### src/rtl/irq_ctrl_pkg.sv
package irq_ctrl_pkg;
  localparam int DW    = 8;
  localparam int N_IN  = 8;
  localparam int IDX_W = $clog2(N_IN);

  localparam int BIT_START = 4;
  localparam int BIT_EOI   = 5;
  localparam int BIT_SL    = 6;
  localparam int BIT_ROT   = 7;

  localparam logic [1:0] RSEL_REQ = 2'b10;
  localparam logic [1:0] RSEL_ISV = 2'b11;

  typedef enum logic [2:0] {
    SEQ_WAIT_START,
    SEQ_WAIT_BASE,
    SEQ_WAIT_CHAIN,
    SEQ_WAIT_OPT,
    SEQ_READY
  } seq_state_e;
endpackage

### src/rtl/irq_cmd_seq.sv
module irq_cmd_seq
  import irq_ctrl_pkg::*;
(
  input  logic             clk_i,
  input  logic             rst_ni,
  input  logic             wr_i,
  input  logic             addr_i,
  input  logic [DW-1:0]    wdata_i,
  output logic [DW-1:0]    base_o,
  output logic [N_IN-1:0]  mask_o,
  output logic [1:0]       rsel_o,
  output logic             ready_o,
  output logic             eoi_spec_o,
  output logic             eoi_ns_o,
  output logic [IDX_W-1:0] eoi_lvl_o
);
  seq_state_e state_q;
  logic [1:0] start_q; // [1] single, [0] option word follows
  logic       start_hit, ready_cmd;

  assign start_hit = wr_i && !addr_i && wdata_i[BIT_START];
  assign ready_o   = (state_q == SEQ_READY);
  assign ready_cmd = wr_i && !addr_i && ready_o && (wdata_i[4:3] == 2'b00);

  always_ff @(posedge clk_i or negedge rst_ni) begin
    if (!rst_ni) begin
      state_q <= SEQ_WAIT_START;
      start_q <= '0;
      base_o  <= '0;
      mask_o  <= '0;
      rsel_o  <= RSEL_REQ;
    end else if (start_hit) begin
      start_q <= wdata_i[1:0];
      state_q <= SEQ_WAIT_BASE;
    end else if (wr_i) begin
      unique case (state_q)
        SEQ_WAIT_BASE: if (addr_i) begin
          base_o  <= wdata_i;
          state_q <= !start_q[1] ? SEQ_WAIT_CHAIN :
                     (start_q[0] ? SEQ_WAIT_OPT : SEQ_READY);
        end
        SEQ_WAIT_CHAIN: if (addr_i)
          state_q <= start_q[0] ? SEQ_WAIT_OPT : SEQ_READY;
        SEQ_WAIT_OPT: if (addr_i)
          state_q <= SEQ_READY;
        SEQ_READY: begin
          if (addr_i) mask_o <= wdata_i[N_IN-1:0];
          else if (wdata_i[4:3] == 2'b01) rsel_o <= wdata_i[1:0];
        end
        default: ;
      endcase
    end
  end

  assign eoi_spec_o = ready_cmd && wdata_i[BIT_EOI] && !wdata_i[BIT_ROT] && wdata_i[BIT_SL];
  assign eoi_ns_o   = ready_cmd && wdata_i[BIT_EOI] && !wdata_i[BIT_ROT] && !wdata_i[BIT_SL];
  assign eoi_lvl_o  = wdata_i[IDX_W-1:0];
endmodule

### src/rtl/irq_edge_det.sv
module irq_edge_det #(
  parameter int N = 8
) (
  input  logic         clk_i,
  input  logic         rst_ni,
  input  logic [N-1:0] lvl_i,
  output logic [N-1:0] rise_o
);
  for (genvar g = 0; g < N; g++) begin : g_bit
    logic prev_q;
    always_ff @(posedge clk_i or negedge rst_ni) begin
      if (!rst_ni) prev_q <= 1'b0;
      else         prev_q <= lvl_i[g];
    end
    assign rise_o[g] = lvl_i[g] && !prev_q;
  end
endmodule

### src/rtl/irq_prio_res.sv
module irq_prio_res #(
  parameter int N  = 8,
  parameter int IW = $clog2(N)
) (
  input  logic [N-1:0]  pend_i,
  input  logic [N-1:0]  isv_i,
  output logic          any_o,
  output logic [IW-1:0] idx_o,
  output logic          open_o
);
  logic [IW-1:0] idx;
  logic          blk;

  always_comb begin
    idx = '0;
    for (int i = N - 1; i >= 0; i--)
      if (pend_i[i]) idx = IW'(i);
    blk = 1'b0;
    for (int i = 0; i < N; i++)
      if (IW'(i) <= idx && isv_i[i]) blk = 1'b1;
  end

  assign any_o  = |pend_i;
  assign idx_o  = idx;
  assign open_o = !blk;
endmodule

### src/rtl/irq_ctrl8.sv
module irq_ctrl8
  import irq_ctrl_pkg::*;
(
  input  logic            clk_i,
  input  logic            rst_ni,
  input  logic            wr_i,
  input  logic            addr_i,
  input  logic [DW-1:0]   wdata_i,
  output logic [DW-1:0]   rdata_o,
  input  logic [N_IN-1:0] irq_req_i,
  input  logic            ack_i,
  output logic            int_o,
  output logic [DW-1:0]   vector_o
);
  logic [N_IN-1:0]  irr_q, isr_q, mask, rise, pend, ack_oh, eoi_clr;
  logic [DW-1:0]    base;
  logic [1:0]       rsel;
  logic             seq_ready, eoi_spec, eoi_ns, pend_any, path_open;
  logic [IDX_W-1:0] eoi_lvl, best;

  irq_cmd_seq u_seq (
    .clk_i, .rst_ni, .wr_i, .addr_i, .wdata_i,
    .base_o(base), .mask_o(mask), .rsel_o(rsel), .ready_o(seq_ready),
    .eoi_spec_o(eoi_spec), .eoi_ns_o(eoi_ns), .eoi_lvl_o(eoi_lvl)
  );

  irq_edge_det #(.N(N_IN)) u_edge (
    .clk_i, .rst_ni, .lvl_i(irq_req_i), .rise_o(rise)
  );

  assign pend = irr_q & ~mask;

  irq_prio_res #(.N(N_IN), .IW(IDX_W)) u_prio (
    .pend_i(pend), .isv_i(isr_q), .any_o(pend_any), .idx_o(best), .open_o(path_open)
  );

  assign ack_oh = (ack_i && pend_any) ? (N_IN'(1) << best) : '0;

  always_comb begin
    eoi_clr = '0;
    if (eoi_spec)    eoi_clr = N_IN'(1) << eoi_lvl;
    else if (eoi_ns) eoi_clr = isr_q & (~isr_q + N_IN'(1)); // lowest set bit
  end

  always_ff @(posedge clk_i or negedge rst_ni) begin
    if (!rst_ni) begin
      irr_q <= '0;
      isr_q <= '0;
    end else begin
      irr_q <= (irr_q & ~ack_oh) | rise;
      isr_q <= (isr_q & ~eoi_clr) | ack_oh;
    end
  end

  assign int_o    = pend_any && path_open;
  assign vector_o = base + DW'(best);

  always_comb begin
    if (addr_i)                rdata_o = DW'(mask);
    else if (rsel == RSEL_REQ) rdata_o = DW'(irr_q);
    else if (rsel == RSEL_ISV) rdata_o = DW'(isr_q);
    else                       rdata_o = '0;
  end
endmodule

### config.mk
export PLATFORM = sky130hd
export DESIGN_NAME = irq_ctrl8
export DESIGN_NICKNAME = d
export VERILOG_FILES = /design/src/rtl/irq_ctrl_pkg.sv /design/src/rtl/irq_cmd_seq.sv /design/src/rtl/irq_edge_det.sv /design/src/rtl/irq_prio_res.sv /design/src/rtl/irq_ctrl8.sv
export SDC_FILE = /design/constraint.sdc
export NUM_CORES = 1
export LEC_CHECK = 0
export BUFFER_PORTS_ARGS = -buffer_cell sky130_fd_sc_hd__buf_2
export CORE_ASPECT_RATIO = 0.7
export CORE_MARGIN = 8
export CORE_UTILIZATION = 40
export DETAILED_ROUTE_END_ITERATION = 10
export GPL_ROUTABILITY_DRIVEN = 1
export PLACE_DENSITY = 0.66
export SYNTH_ARGS = -nofsm -noshare
export SYNTH_HDL_FRONTEND = slang
export SYNTH_SLANG_ARGS = --single-unit
### constraint.sdc
create_clock -name clk_i -period 3.25 [get_ports clk_i]
set_clock_uncertainty 0.15 [all_clocks]
set_input_delay 0.325 -clock clk_i [delete_from_list [all_inputs] [get_ports clk_i]]
set_output_delay 0.325 -clock clk_i [all_outputs]
set_load 0.1 [all_outputs]
Word level (Yosys, flattened, before mapping)
Index checks and enable logic that the tools add are counted.
- bits in registers: 47
- latch bits: 0
- bits in writable memories: 0
- memory bits (read-only): 0
- input port bits: 21
- output and inout bits: 17
- word-level logic and storage cells: 125
- memories: 0
- add/sub/neg operators: 2
- multipliers: 0
- divide/modulo/power cells: 0
- order comparisons: 8
- eq/ne operators: 10
- shifts and indexed selects: 2
- multiplexer cells: 30
- bitwise logic cells: 12
- reduce and logical (&&, ||, !) cells: 46
- operator list (cell ; number):
    $mux 8 ; 6
    $mux 3 ; 15
    $and 8x8->8 ; 4
    $not 8->8 ; 4
    $logic_and 1x1->1 ; 26
    $or 8x8->8 ; 2
    $shl 1x3->8 const A ; 2
    $le 3x3->1 const A ; 4
    $logic_not 1->1 ; 12
    $reduce_and 5->1 ; 2
    $ne 3x2->1 const B ; 3
    $pmux 3 s3 ; 1
    $add 8x1->8 const B ; 1
    $add 8x3->8 ; 1
    $mux 1 ; 8
    $reduce_and 4->1 ; 2
    $reduce_or 8->1 ; 1
    $eq 3x2->1 const B ; 2
    $le 1x3->1 const A ; 2
    $le 2x3->1 const A ; 2
    $eq 2x2->1 const B ; 2
    $reduce_bool 4->1 ; 1
    $eq 3x1->1 const B ; 1
    $eq 3x3->1 const B ; 1
    other kinds (4) ; 5

Logic depth before layout (Yosys ltp)
Gate-level depths: netlist (run 1).
- word-level depth: 22
- depth in mapped cells: 10
- gate-level depth less buffers: 10

Hierarchy
A second synthesis (run 1) with hierarchy kept.
- cell total of the unflattened synthesis: 246
- area, all modules: 2610.0 um^2
- modules (own cells, without submodules) (module ; times used ; cells each ; area each (um^2) ; sequential area each (um^2)):
    irq_ctrl8 ; 1 ; 127 ; 1103.6 ; 400.4
    irq_cmd_seq ; 1 ; 73 ; 1008.5 ; 576.8
    irq_edge_det ; 1 ; 16 ; 310.3 ; 200.2
    irq_prio_res ; 1 ; 30 ; 187.7 ; 0.0

Least setup slack after synthesis (run 1)
No wires, ideal clock.
- path type: register to output
- start point: reg u_seq.mask_o[4]
- end point: out int_o
- data arrival time: 5.789 ns
- slack: -3.014 ns
- stages on the path, launching flop included: 6
- path buffers: 0
- cell sequence: dfrtp_1 -> nor2b_1 -> a211oi_2 -> o21ai_0 -> a311oi_1 -> a2111oi_0
- word-level cells in the longest chain between the ends: 19
- RTL lines (what ; RTL line ; source):
    start: declaration ; irq_cmd_seq.sv:10 ; output logic [N_IN-1:0] mask_o,
    start signal: assignment ; irq_cmd_seq.sv:47 ; if (addr_i) mask_o <= wdata_i[N_IN-1:0];
    $not 8->8 (*) ; irq_ctrl8.sv:31 ; assign pend = irr_q & ~mask;
    $and 8x8->8 (*) ; irq_ctrl8.sv:31 ;
    $mux 3 (5 in series) ; irq_prio_res.sv:17 ; if (pend_i[i]) idx = IW'(i);
    $le 1x3->1 ; irq_prio_res.sv:20 ; if (IW'(i) <= idx && isv_i[i]) blk = 1'b1;
    $logic_and 1x1->1 ; irq_prio_res.sv:20 ;
    $mux 1 (8 in series) ; irq_prio_res.sv:20 ;
    $logic_not 1->1 ; irq_prio_res.sv:25 ; assign open_o = !blk;
    $logic_and 1x1->1 (*) ; irq_ctrl8.sv:55 ; assign int_o = pend_any && path_open;
    end: declaration ; irq_ctrl8.sv:12 ; output logic int_o,
Mark *: on every way between the ends. The rest lies on a longest branch, timed or not.

Final worst setup path (run 1)
- start point: reg u_seq.mask_o[7]
- end point: out vector_o[7]
- word-level cells in the longest chain between the ends: 11
- RTL lines (what ; RTL line ; source):
    $not 8->8 ; irq_ctrl8.sv:31 ;
    $and 8x8->8 ; irq_ctrl8.sv:31 ;
    $mux 3 (8 in series) ; irq_prio_res.sv:17 ;
    $add 8x3->8 ; irq_ctrl8.sv:56 ; assign vector_o = base + DW'(best);
    end: declaration ; irq_ctrl8.sv:13 ; output logic [DW-1:0] vector_o
No other way between the ends.

==> run summary, run 1 <==
Outcome = finished, final reports clean
CP Max Fanout = 5
Total Neg Setup Slack = 0 ns
Initial core utilization = 0.4118
Final Instance Count excl. Fillers = 394
Worst setup path category = flip-flop to primary output
Later-pin clock latency in the skew report = 0.30 ns
Min cycle time layout = 3.160 ns
WL final = 7003 um
#FFs+latches synth = 47
Worst EP arrival = 2.68 ns
Maxcap violations = 0
Fillers = 538
Total gr overflow = 0
Worst-path cell chain = nand2b_4 -> and2_1 -> a211o_1 -> inv_1 -> ha_4 -> o2111ai_4 -> a311oi_2 -> buf_4 -> xor2_4 -> buf_12
Clock slew at reported path FFs = 0.09 ns
Die Y = 82.93 um
CTS Root Cell = clkbuf_8
HP Class = input port to asynchronous set/reset pin
Rel. slew slack = 0.3076
Post-synth EDFFs = 0
Maximum clock rate = 0.3165 GHz
Endpoints failing hold = 0
Initial antenna violation count = 0
Post-synth top area share = 0.4497
CP top delay family = compound AO/OA/AOI/OAI gates
Ranking of synthesized cells by area = dfrtp_1, mux2_2, o21ai_0
Final Wtd Congestion = 0.9215
Gate Count Post-Synth = 259
Sequential Area = 1179 um^2
Drt first pass iters = 4
Die width = 111.6 um
Number of library cell types mapped by synthesis = 51
Worst path max stage delay = 0.46 ns
# diodes = 0
Post-synth top flop = dfrtp_1
CTS sink count = 47
Layout cells sized above 1 = 0.3576
Reg2Reg Depth = 5
Synth async-reset ratio = 1.000
Buffers added on ports = 37
WP depth = 10
Number of global-route vias before repair = 2210
Synth area leader = dfrtp_1
Nets = 339
Multi-input gate area = 1485 um^2
CP endpoint kind = primary output
Antenna Nets Post-Route = 0
# placed instances = 369
Top post-synthesis cells by count = dfrtp_1, nand2_1, o21ai_0
YS warnings = 0
I/O Pins = 38
Area growth from synthesis to layout = 31.92%
Via-to-Cell Ratio = 5.576
CTS buffer count = 5
Crit share post-route = 0.9723
Pin count of the biggest net entering global routing = 48
Initial drt markers = 118
FP Rows = 24
Area of the core = 6216 um^2
Cell Area, Synth = 2560 um^2
Syn avg cell area = 9.884 um^2
GR Util All Layers = 0.1500
DR vias = 2197
Register area share after synthesis = 0.4599
CP max-delay cell = dfrtp_2
Buf/Inv on CP = 3
First-pass GRT wire length = 11260 um
Max-slew violations = 0
Worst path required time = 2.77 ns
Final setup fails = 0
Max Buffers Root-to-Sink = 2
Worst Setup Start Kind = flip-flop
Post-route DRC = 0
Syn_nets = 283
Worst Max-Slew Pin Slew = 1.039 ns
Dominant cell by count in the synthesized netlist = dfrtp_1
CTS tree = built
WL per Instance = 17.77 um
Final HPWL DP = 5039 um
Area of the die = 9256 um^2
Max H-tree Level = 2
through the flow:
stage	hold WS [ns]	cell area [um^2]	util	setup slack, ns
detailed placement	0.2690	2964	0.4769	0.2091
floorplan	-0.1206	2634	-	-0.2587
global placement	0.2526	2964	0.4769	0.2338
global route	0.1503	3377	0.5433	-0.04216
finish	0.04859	3377	0.5433	0.09014
CTS	0.09097	3204	0.5155	-0.05110
routing by layer:
metal / routed length, um / track usage
met4: 79 / 0.05810
met5: 0 / 0
met1: 3279 / 0.2075
met3: 542 / 0.03829
met2: 3101 / 0.2183
cell families (layout without fill, tap and decap cells):
group | Yosys count | in the layout | share of synthesized area
xor+xnor | 7 | 7 | 0.02395
flops | 47 | 47 | 0.4599
fa+ha+maj | 3 | 3 | 0.01466
compound gates | 68 | 68 | 0.1725
mux | 28 | 28 | 0.1193
simple gates | 79 | 79 | 0.1637
buf+inv | 27 | 84 | 0.04594
final timing paths:
| kind | from | end | slack, ns |
|---|---|---|---|
| setup / recovery | u_seq.mask_o[7] | vector_o[7] | 0.09 |
| hold / removal | rst_ni | irr_q[2] | 0.05 |
| setup reg to reg | u_seq.state_q[0] | isr_q[5] | 1.08 |
| hold reg to reg | u_edge.g_bit[1].prev_q | irr_q[1] | 0.28 |
| max in group asynchronous | rst_ni | u_seq.mask_o[7] | 2.19 |
| min in group clk_i | wdata_i[5] | u_seq.base_o[5] | 0.15 |
cell type report:
type	count	share of cell area
clock buffers	6	0.02445
inverters	20	0.02223
clock inverters	2	0.01037
repair buffers	56	0.1252
multi-input cells	185	0.4398
flip-flops and latches	47	0.3490
well taps	78	0.02890
cells in the final DEF, fill, tap and decap left out, types with 2 or more instances in the layout:
cell type and instances:
nor2_2 2, nor2_1 8, nand3_1 5, nor3_1 6, a31oi_1 3, nand2b_4 4
o21ai_1 9, o21ai_0 20, nand3_2 2, buf_2 32, nand2b_1 6, xor2_4 2
inv_1 18, dlygate4sd3_1 8, inv_2 2, o31ai_1 4, mux2_2 19, nor2b_2 3
o2111ai_4 2, clkbuf_8 6, a21oi_1 9, ha_4 2, xor2_2 3, nand2_1 29
a22o_1 5, dfrtp_1 45, mux2i_1 8, buf_4 11, buf_12 5
repair_timing:
action                                 in CTS  in global routing
pin swaps                                   2                  4
setup endpoints to repair                   5                  6
resized for setup                          10                 23
cloned                                      0                  0
endpoints found under the hold margin       8                  0
hold buffers                                8                  0
setup buffers                               0                  9
sequential cells by signal, indices dropped and copies added, names as in the netlist:
signal               cells
irr_q                    8
u_seq.state_q            3
u_edge.g_bit.prev_q      8
u_seq.mask_o             8
u_seq.start_q            2
isr_q                    8
u_seq.base_o             8
u_seq.rsel_o             2
Power of run 1 is left out: the tool's default activity adds up to more than one toggle a clock period on the data nets, which glitch-free logic cannot reach.
==> run 2, diff against run 1 <==
- BUFFER_PORTS_ARGS: -buffer_cell sky130_fd_sc_hd__buf_2 -> default
- DONT_BUFFER_PORTS: default -> 1
- PLACE_DENSITY: 0.66 -> 0.61
==> run 2 against run 1 <==
Critical path depth grew 2; worst hold slack lost 0.045 ns; non-clock buffer count shrank 14; setup slack lost 0.033 ns; fmax shrank 1.0%; core utilization grew 0.16 points; die area is the same; first-iteration DRC count grew 3.4%; wire length grew 1.3%; final cell count shrank 3.6%; sequential share of layout area shrank 0.14 points.
==> run summary, run 2 (synthesized netlist as in run 1, its figures left out) <==
Total gr overflow = 0
Die Y = 82.93 um
# diodes = 0
I/O Pins = 38
Worst-path cell chain = nand2b_2 -> a31oi_1 -> o32a_1 -> inv_2 -> ha_4 -> inv_2 -> nand3_1 -> o2111ai_2 -> a311oi_2 -> buf_4 -> xor2_4 -> buf_12
Clock slew at reported path FFs = 0.09 ns
CP Max Fanout = 5
Commonest non-fill, non-tap cell in the layout = dfrtp_1
R2R setup slack = 1.06 ns
CP max-delay cell = dfrtp_1
Area of the core = 6216 um^2
Post-route DRC = 0
Via-to-Cell Ratio = 5.571
Rel. slew slack = 0.6092
Initial core utilization = 0.4118
Endpoints failing hold = 0
Nets = 325
Worst Setup Start Kind = flip-flop
Antenna Nets Post-Route = 0
Later-pin clock latency in the skew report = 0.30 ns
Worst setup path category = flip-flop to primary output
Worst EP arrival = 2.72 ns
HP Start = wdata_i[5]
Area growth from synthesis to layout = 32.31%
CP dominant cell by count = inv_2
CP endpoint kind = primary output
Number of global-route vias before repair = 2063
Drt first pass iters = 4
Final setup fails = 0
Area of the die = 9256 um^2
Crit share post-route = 0.9823
Buf/Inv on CP = 4
CTS tree = built
Most frequent cells in the layout = dfrtp_1, nand2_1, buf_4
Layout cells sized above 1 = 0.3311
First-pass GRT wire length = 11270 um
Utilization after layout = 0.5449
GR Util All Layers = 0.1505
Worst Max-Slew Pin Slew = 0.5863 ns
Buffers added on ports = 0
Outcome = finished, final reports clean
Worst path max stage delay = 0.39 ns
Max Buffers Root-to-Sink = 2
Final Wtd Congestion = 0.9317
FP Rows = 24
RR Startpoint = u_seq.state_q[0]
FF-to-FF End = isr_q[5]
Maxcap violations = 0
CTS sink count = 47
WL final = 7095 um
Worst path required time = 2.77 ns
Final HPWL DP = 4977 um
Total Neg Setup Slack = 0 ns
Initial antenna violation count = 0
CP top delay family = compound AO/OA/AOI/OAI gates
Max-slew violations = 0
Max H-tree Level = 2
Hold depth = 1
Pin count of the biggest net entering global routing = 48
WL per Instance = 18.67 um
Maximum clock rate = 0.3132 GHz
Initial drt markers = 122
Fillers = 540
Reg2Reg Depth = 5
Die width = 111.6 um
HP Class = input port to flip-flop
WHS Endpoint = u_seq.base_o[5]
Min cycle time layout = 3.192 ns
DR vias = 2117
CTS buffer count = 5
CTS Root Cell = clkbuf_8
==> run 2: cell types whose count changed in the layout (fill, tap and decap cells not counted), moves of 2 or more <==
cell / previous run / this run
o21ai_2: 1 / 9
dlygate4sd3_1: 8 / 10
buf_2: 32 / 0
buf_4: 11 / 25
o21ai_1: 9 / 1
buf_16: 0 / 2
==> run 2: metal layers <==
metal	wire (um)	global-route usage
met4	34	0.02967
met2	3176	0.2123
met5	0	0
met3	551	0.04263
met1	3333	0.2213
==> run 2: stage by stage <==
stage          area (um^2)  hold slack, ns  cells  setup WS [ns]
6_report              3387        0.003389    380        0.05757
5_1_grt               3387        0.003151    380       -0.05628
3_3_place_gp          2959         -0.1184    351         0.2328
3_5_place_dp          2959         -0.1183    351         0.1705
2_1_floorplan         2634         -0.1206    259        -0.2587
4_1_cts               3208        0.001218    369       -0.03538
==> run 2: worst max path at each step <==
| stage | from | cells after the start | to | slack [ns] |
|---|---|---|---|---|
| after floorplan | u_seq.mask_o[4] | 5 | int_o | -0.26 |
| after global placement | irr_q[4] | 10 | vector_o[7] | 0.23 |
| after detailed placement | irr_q[5] | 12 | vector_o[7] | 0.17 |
| after CTS | irr_q[6] | 11 | vector_o[5] | -0.04 |
| after global routing | u_seq.mask_o[2] | 11 | vector_o[4] | -0.06 |
| final | u_seq.mask_o[2] | 12 | vector_o[7] | 0.06 |
==> run 2: final cells by class <==
cell class / instances / area [um^2] / area share
Clock buffer: 8 / 100.1 / 0.02955
Sequential cell: 47 / 1177 / 0.3476
Tap cell: 78 / 97.59 / 0.02881
Multi-Input combinational cell: 185 / 1503 / 0.4437
Timing Repair Buffer: 42 / 434.2 / 0.1282
Inverter: 20 / 75.07 / 0.02216
==> run 2: what timing repair did <==
item | 4_1_cts | 5_1_grt
buffers inserted | 0 | 10
hold endpoints to repair | 55 | 1
setup endpoints to repair | 2 | 5
hold buffers | 10 | 1
pin swaps | 2 | 7
resized for setup | 7 | 23
Power of run 2 is left out for the same reason.
